**src/rtl/dma_arb_pkg.sv**
```systemverilog
package dma_arb_pkg;
    typedef enum logic {
        ARB_FIXED = 1'b0,
        ARB_RR    = 1'b1
    } arb_mode_e;
endpackage

```
**src/rtl/dma_arb_pick.sv**
```systemverilog
// Combinational winner selection: fixed (highest index) or rotating.
module dma_arb_pick #(
    parameter int NUM_CH = 16,
    parameter int CH_W   = $clog2(NUM_CH)
) (
    input  logic [NUM_CH-1:0] req,
    input  logic              rotate,
    input  logic [CH_W-1:0]   last,
    output logic              found,
    output logic [CH_W-1:0]   win
);
    always_comb begin
        found = 1'b0;
        win   = '0;
        if (rotate) begin
            for (int i = 0; i < NUM_CH; i++) begin
                automatic int idx = (int'(last) + 1 + i) % NUM_CH;
                if (!found && req[idx]) begin
                    found = 1'b1;
                    win   = CH_W'(idx);
                end
            end
        end else begin
            for (int i = 0; i < NUM_CH; i++) begin
                if (req[i]) begin
                    found = 1'b1;
                    win   = CH_W'(i);
                end
            end
        end
    end
endmodule

```
**src/rtl/dma_link_route.sv**
```systemverilog
// Decodes the link request raised when the active channel finishes a loop.
module dma_link_route #(
    parameter int NUM_CH = 16,
    parameter int CH_W   = $clog2(NUM_CH)
) (
    input  logic                   fire,
    input  logic                   final_iter,
    input  logic [CH_W-1:0]        act_ch,
    input  logic [NUM_CH-1:0]      minor_en,
    input  logic [NUM_CH*CH_W-1:0] minor_tgt,
    input  logic [NUM_CH-1:0]      major_en,
    input  logic [NUM_CH*CH_W-1:0] major_tgt,
    output logic [NUM_CH-1:0]      set_mask
);
    logic [CH_W-1:0] minor_sel;
    logic [CH_W-1:0] major_sel;

    always_comb begin
        minor_sel = minor_tgt[int'(act_ch)*CH_W +: CH_W];
        major_sel = major_tgt[int'(act_ch)*CH_W +: CH_W];
        set_mask  = '0;
        if (fire) begin
            if (final_iter) begin
                if (major_en[act_ch]) set_mask[major_sel] = 1'b1;
            end else begin
                if (minor_en[act_ch]) set_mask[minor_sel] = 1'b1;
            end
        end
    end
endmodule

```
**src/rtl/dma_req_arbiter.sv**
```systemverilog
module dma_req_arbiter
    import dma_arb_pkg::*;
#(
    parameter int NUM_CH = 16,
    parameter int CH_W   = $clog2(NUM_CH)
) (
    input  logic                   clk,
    input  logic                   rst_n,
    input  logic                   rr_mode,
    input  logic [NUM_CH-1:0]      sw_start_set,
    input  logic [NUM_CH-1:0]      hw_req,
    input  logic [NUM_CH-1:0]      minor_link_en,
    input  logic [NUM_CH*CH_W-1:0] minor_link_tgt,
    input  logic [NUM_CH-1:0]      major_link_en,
    input  logic [NUM_CH*CH_W-1:0] major_link_tgt,
    input  logic                   minor_done,
    input  logic                   major_done,
    input  logic [NUM_CH-1:0]      err_en,
    input  logic [NUM_CH-1:0]      err_flag,
    output logic                   grant_valid,
    output logic [CH_W-1:0]        grant_ch,
    output logic                   busy,
    output logic                   err_irq
);
    typedef struct packed {
        logic              busy;
        logic              gnt;
        logic [CH_W-1:0]   gch;
        logic [CH_W-1:0]   last;
        logic [NUM_CH-1:0] sw;
        logic [NUM_CH-1:0] link;
        logic              err;
    } arb_state_t;

    arb_state_t st_d, st_q;

    logic [NUM_CH-1:0] pending;
    logic              pick_found;
    logic [CH_W-1:0]   pick_win;
    logic [NUM_CH-1:0] link_set;
    logic [NUM_CH-1:0] gnt_mask;
    logic              loop_end;

    assign pending  = st_q.sw | st_q.link | hw_req;
    assign loop_end = st_q.busy & minor_done;

    dma_arb_pick #(.NUM_CH(NUM_CH), .CH_W(CH_W)) u_pick (
        .req    (pending),
        .rotate (rr_mode == ARB_RR),
        .last   (st_q.last),
        .found  (pick_found),
        .win    (pick_win)
    );

    dma_link_route #(.NUM_CH(NUM_CH), .CH_W(CH_W)) u_link (
        .fire       (loop_end),
        .final_iter (major_done),
        .act_ch     (st_q.last),
        .minor_en   (minor_link_en),
        .minor_tgt  (minor_link_tgt),
        .major_en   (major_link_en),
        .major_tgt  (major_link_tgt),
        .set_mask   (link_set)
    );

    always_comb begin
        st_d     = st_q;
        st_d.gnt = 1'b0;
        gnt_mask = '0;
        if (st_q.busy) begin
            if (minor_done) st_d.busy = 1'b0;
        end else if (pick_found) begin
            st_d.busy          = 1'b1;
            st_d.gnt           = 1'b1;
            st_d.gch           = pick_win;
            st_d.last          = pick_win;
            gnt_mask[pick_win] = 1'b1;
        end
        st_d.sw   = (st_q.sw & ~gnt_mask) | sw_start_set;
        st_d.link = (st_q.link & ~gnt_mask) | link_set;
        st_d.err  = |(err_en & err_flag);
    end

    always_ff @(posedge clk or negedge rst_n) begin
        if (!rst_n) begin
            st_q      <= '0;
            st_q.last <= CH_W'(NUM_CH - 1);
        end else begin
            st_q <= st_d;
        end
    end

    assign grant_valid = st_q.gnt;
    assign grant_ch    = st_q.gch;
    assign busy        = st_q.busy;
    assign err_irq     = st_q.err;
endmodule

```
**config.mk**
```make
export PLATFORM = sky130hd
export DESIGN_NAME = dma_req_arbiter
export DESIGN_NICKNAME = d
export VERILOG_FILES = /design/src/rtl/dma_arb_pkg.sv /design/src/rtl/dma_arb_pick.sv /design/src/rtl/dma_link_route.sv /design/src/rtl/dma_req_arbiter.sv
export SDC_FILE = /design/constraint.sdc
export NUM_CORES = 1
export LEC_CHECK = 0
export ABC_CLOCK_PERIOD_IN_PS = 9300
export BUFFER_PORTS_ARGS = -buffer_cell sky130_fd_sc_hd__buf_2
export CAP_MARGIN = 10
export CORE_UTILIZATION = 40
export DETAILED_ROUTE_END_ITERATION = 10
export PLACE_DENSITY = 0.66
export SYNTH_ARGS = -nofsm -noshare
export SYNTH_HDL_FRONTEND = slang
export SYNTH_SLANG_ARGS = --single-unit
```
**constraint.sdc**
```tcl
create_clock -name clk -period 9.3 [get_ports clk]
set_input_delay 0.465 -clock clk [delete_from_list [all_inputs] [get_ports clk]]
set_output_delay 0.465 -clock clk [all_outputs]
set_load 0.01 [all_outputs]
```
==> parameters.txt <==
Parameter                              Value

Status
  Outcome    finished, final reports clean

STA
  Top achievable clock speed    159 MHz
  Final critical-path share of the clock period    67.8%
  Max-slew violations    0
  Pin slew with the least headroom to its limit    957 ps
  Headroom to the max-slew limit    36.2%
  Post-layout minimum cycle time    6310 ps
  Post-Route Skew    4.17 ps
  Final count of negative-setup-slack endpoints    0
  Setup_tns    0 ps
  Unrepaired setup endpoints after global routing    false
  Final number of hold-violating endpoints    0

Critical path
  Critical Path Fanout Max    56
  Required time at the worst-slack endpoint    9420 ps
  Crit path arrival time    6420 ps
  Kind of end point of the critical path    register
  Type of the worst setup path    register to register
  Startpoint types    register

Clock network
  Latest clock arrival within the worst-skew pair    280 ps
  Hold-fix buffer count after cts    0
  Number of gates resized after CTS    0
  CTS tree    built
  Total setup buffers inserted after CTS    0
  Number of levels in the clock H-tree    2
  CTS Root Buffer Type    clkbuf_16
  Number of CTS-inserted buffers    5
  Clock Sinks    43
  Clock transition at the register clock pins on the worst setup and hold paths after CTS    60 ps
  Clock tree buffer depth    2

Pwr
  Pwr/cell area    374 nW/µm²
  Power share of the sequential group    11.5%
  Relative contribution of combinational cells to total power    81.6%
  Clock group share of total power    6.8%
  Leak pwr    0.00313 µW
  Switching power share of the total    55.3%
  Net switching power figure    1680 µW
  Int Pwr    1360 µW
  Maximum vdd drop    0.000215 V

Synthesis
  Seq/Total Area, Yosys    16.0%
  Synth async-reset ratio    100%
  Number of standard cells after synthesis    716
  Syn nets    947
  Library cells used by synthesis    89
  Synthesized flop and latch total    43
  Dominant synthesized flop cell    dfrtp_1
  Number of enable flip-flop cells after synthesis    0
  Synthesized area per cell    9.42 µm²
  Yosys warns    0
  Post-Syn Area    6740 µm²

Place
  Weighted congestion reported at the end of routability-driven placement    0.978
  Port Buffer Count    235
  HPWL after DPL    19900 µm

Final layout
  Layout Utilization    49.3%
  Most common cell after layout, fill and taps aside    buf_2
  Commonest cells after routing, fill and taps aside    buf_2, mux4_2, nand2_1, nor2_1, a31oi_1
  Share of post-route cells with drive strength above 1    43.5%
  Final-layout fill cell count    1564
  Area added between synthesis and finish    20.8%
  Final net count    1142

Worst hold path
  Tightest Hold Check Type    primary input to async pin

Global routing
  Via count of the first global-routing pass    6903
  Largest net degree at the start of global routing    61
  Antenna violations before repair    0
  Leftover overflow at the end of global routing    0
  Total global-route track usage    28.5%
  First-pass GRT wire length    38900 µm

Routing
  Via count of the routed design    7322
  Final wirelength    25100 µm
  DRC violation count after routing    0
  Wirelength per Cell    22.2 µm
  Number of DRC violations after detailed-routing iteration 0    832
  1st-pass router iterations    6
  Post-DRT Antenna Nets    0
  Via count normalized by instance count    6.46

Die
  I/O pin count    236
  Effective utilization at floorplan    40.8%
  Die area    17400 µm²
  Vert. Die Dim    132 µm
  Core Region    16500 µm²
  Die outline width    132 µm
  Row cnt    47

Job
  Count of maximum capacitance violations    0
-- path summary, 6_finish.rpt --
path                               from     endpoint  slack, ps  depth (start not counted)
setup / recovery               st_q[33]     st_q[10]       2990                         14
max in group asynchronous         rst_n     st_q[18]       8390                          1
hold / removal                    rst_n     st_q[29]        320                          1
min in group clk           err_flag[13]      err_irq        430                          3
hold reg to reg             grant_ch[1]  grant_ch[1]        490                          2
setup reg to reg               st_q[33]     st_q[10]       2990                         14
-- cells in the mapped netlist, types with 12 or more instances --
cell,number,area (µm²)
o22ai_1,18,113
nand2_1,67,251
nor3_2,12,120
nor2_1,57,214
mux2_2,15,169
clkbuf_1,15,56.3
a31oi_1,53,332
mux2i_1,29,290
o21ai_0,22,110
nand3_1,15,75.1
dfrtp_1,39,976
nor3_1,24,120
a21oi_1,25,125
mux4_2,69,1550
buf_2,25,125
-- power by group through the flow --
stage / registers (µW) / clock network, µW / logic (µW)
final: 351 / 208 / 2490
after floorplan: 299 / 0 / 1950
after global placement: 351 / 0 / 2430
after global routing: 359 / 216 / 2670
after CTS: 347 / 208 / 2440
after detailed placement: 350 / 0 / 2440
-- flip-flops by register name, summed over array words and instances (netlist names) --
signal and cells:
busy 1, err_irq 1, st_q 36, grant_ch 4
grant_valid 1
-- logic make-up after synthesis --
logic type	after synthesis	share of synthesized area (%)
AND/OR/NAND/NOR	258	21.1
adder cells (fa/ha/maj)	2	0.371
XOR/XNOR	18	3.69
buffers and inverters	67	5.08
flip-flops	43	16.0
AO/OA/AOI/OAI	211	23.1
multiplexers	117	30.7
-- stage by stage --
step	area, µm²	hold WS (ps)	worst slack [ps]	std cells	total power (µW)
floorplan	6740	169	4660	716	2250
global placement	7960	477	3180	1124	2780
detailed placement	7960	476	3140	1124	2790
CTS	8140	352	3110	1132	3000
global route	8140	402	2550	1132	3240
finish	8140	323	2990	1133	3040
-- layout make-up --
cell class              count  area (µm²)  area share (%)
multi-input cells         606        5320            65.4
well taps                 220         275            3.38
clock buffers               6         139            1.71
clock inverters             2        38.8           0.476
repair buffers            243        1240            15.2
flip-flops and latches     43        1080            13.3
diodes                      1        2.50          0.0307
inverters                  12        45.0           0.553
-- per-layer routing --
metal  vias up  wire, µm  global-route usage [%]
li1       3291         -                       -
met1      3569     10300                    37.7
met2       408     12400                    49.5
met3        54      1630                    2.73
met4         0       803                    8.46
met5         -         0                       0
-- worst max-delay path, cell delays in order, from the launching register on --
cell     delay (ps)
dfstp_4         740
inv_2           310
ha_2            530
buf_4           540
inv_2           250
mux2i_1         210
mux4_2          590
mux2i_1         690
nand2_1         340
nor3_2          350
nand4_2         220
o221a_2         390
or4_4           550
and2b_1         300
a31oi_1         100
Power figures use the tool's default switching activity.
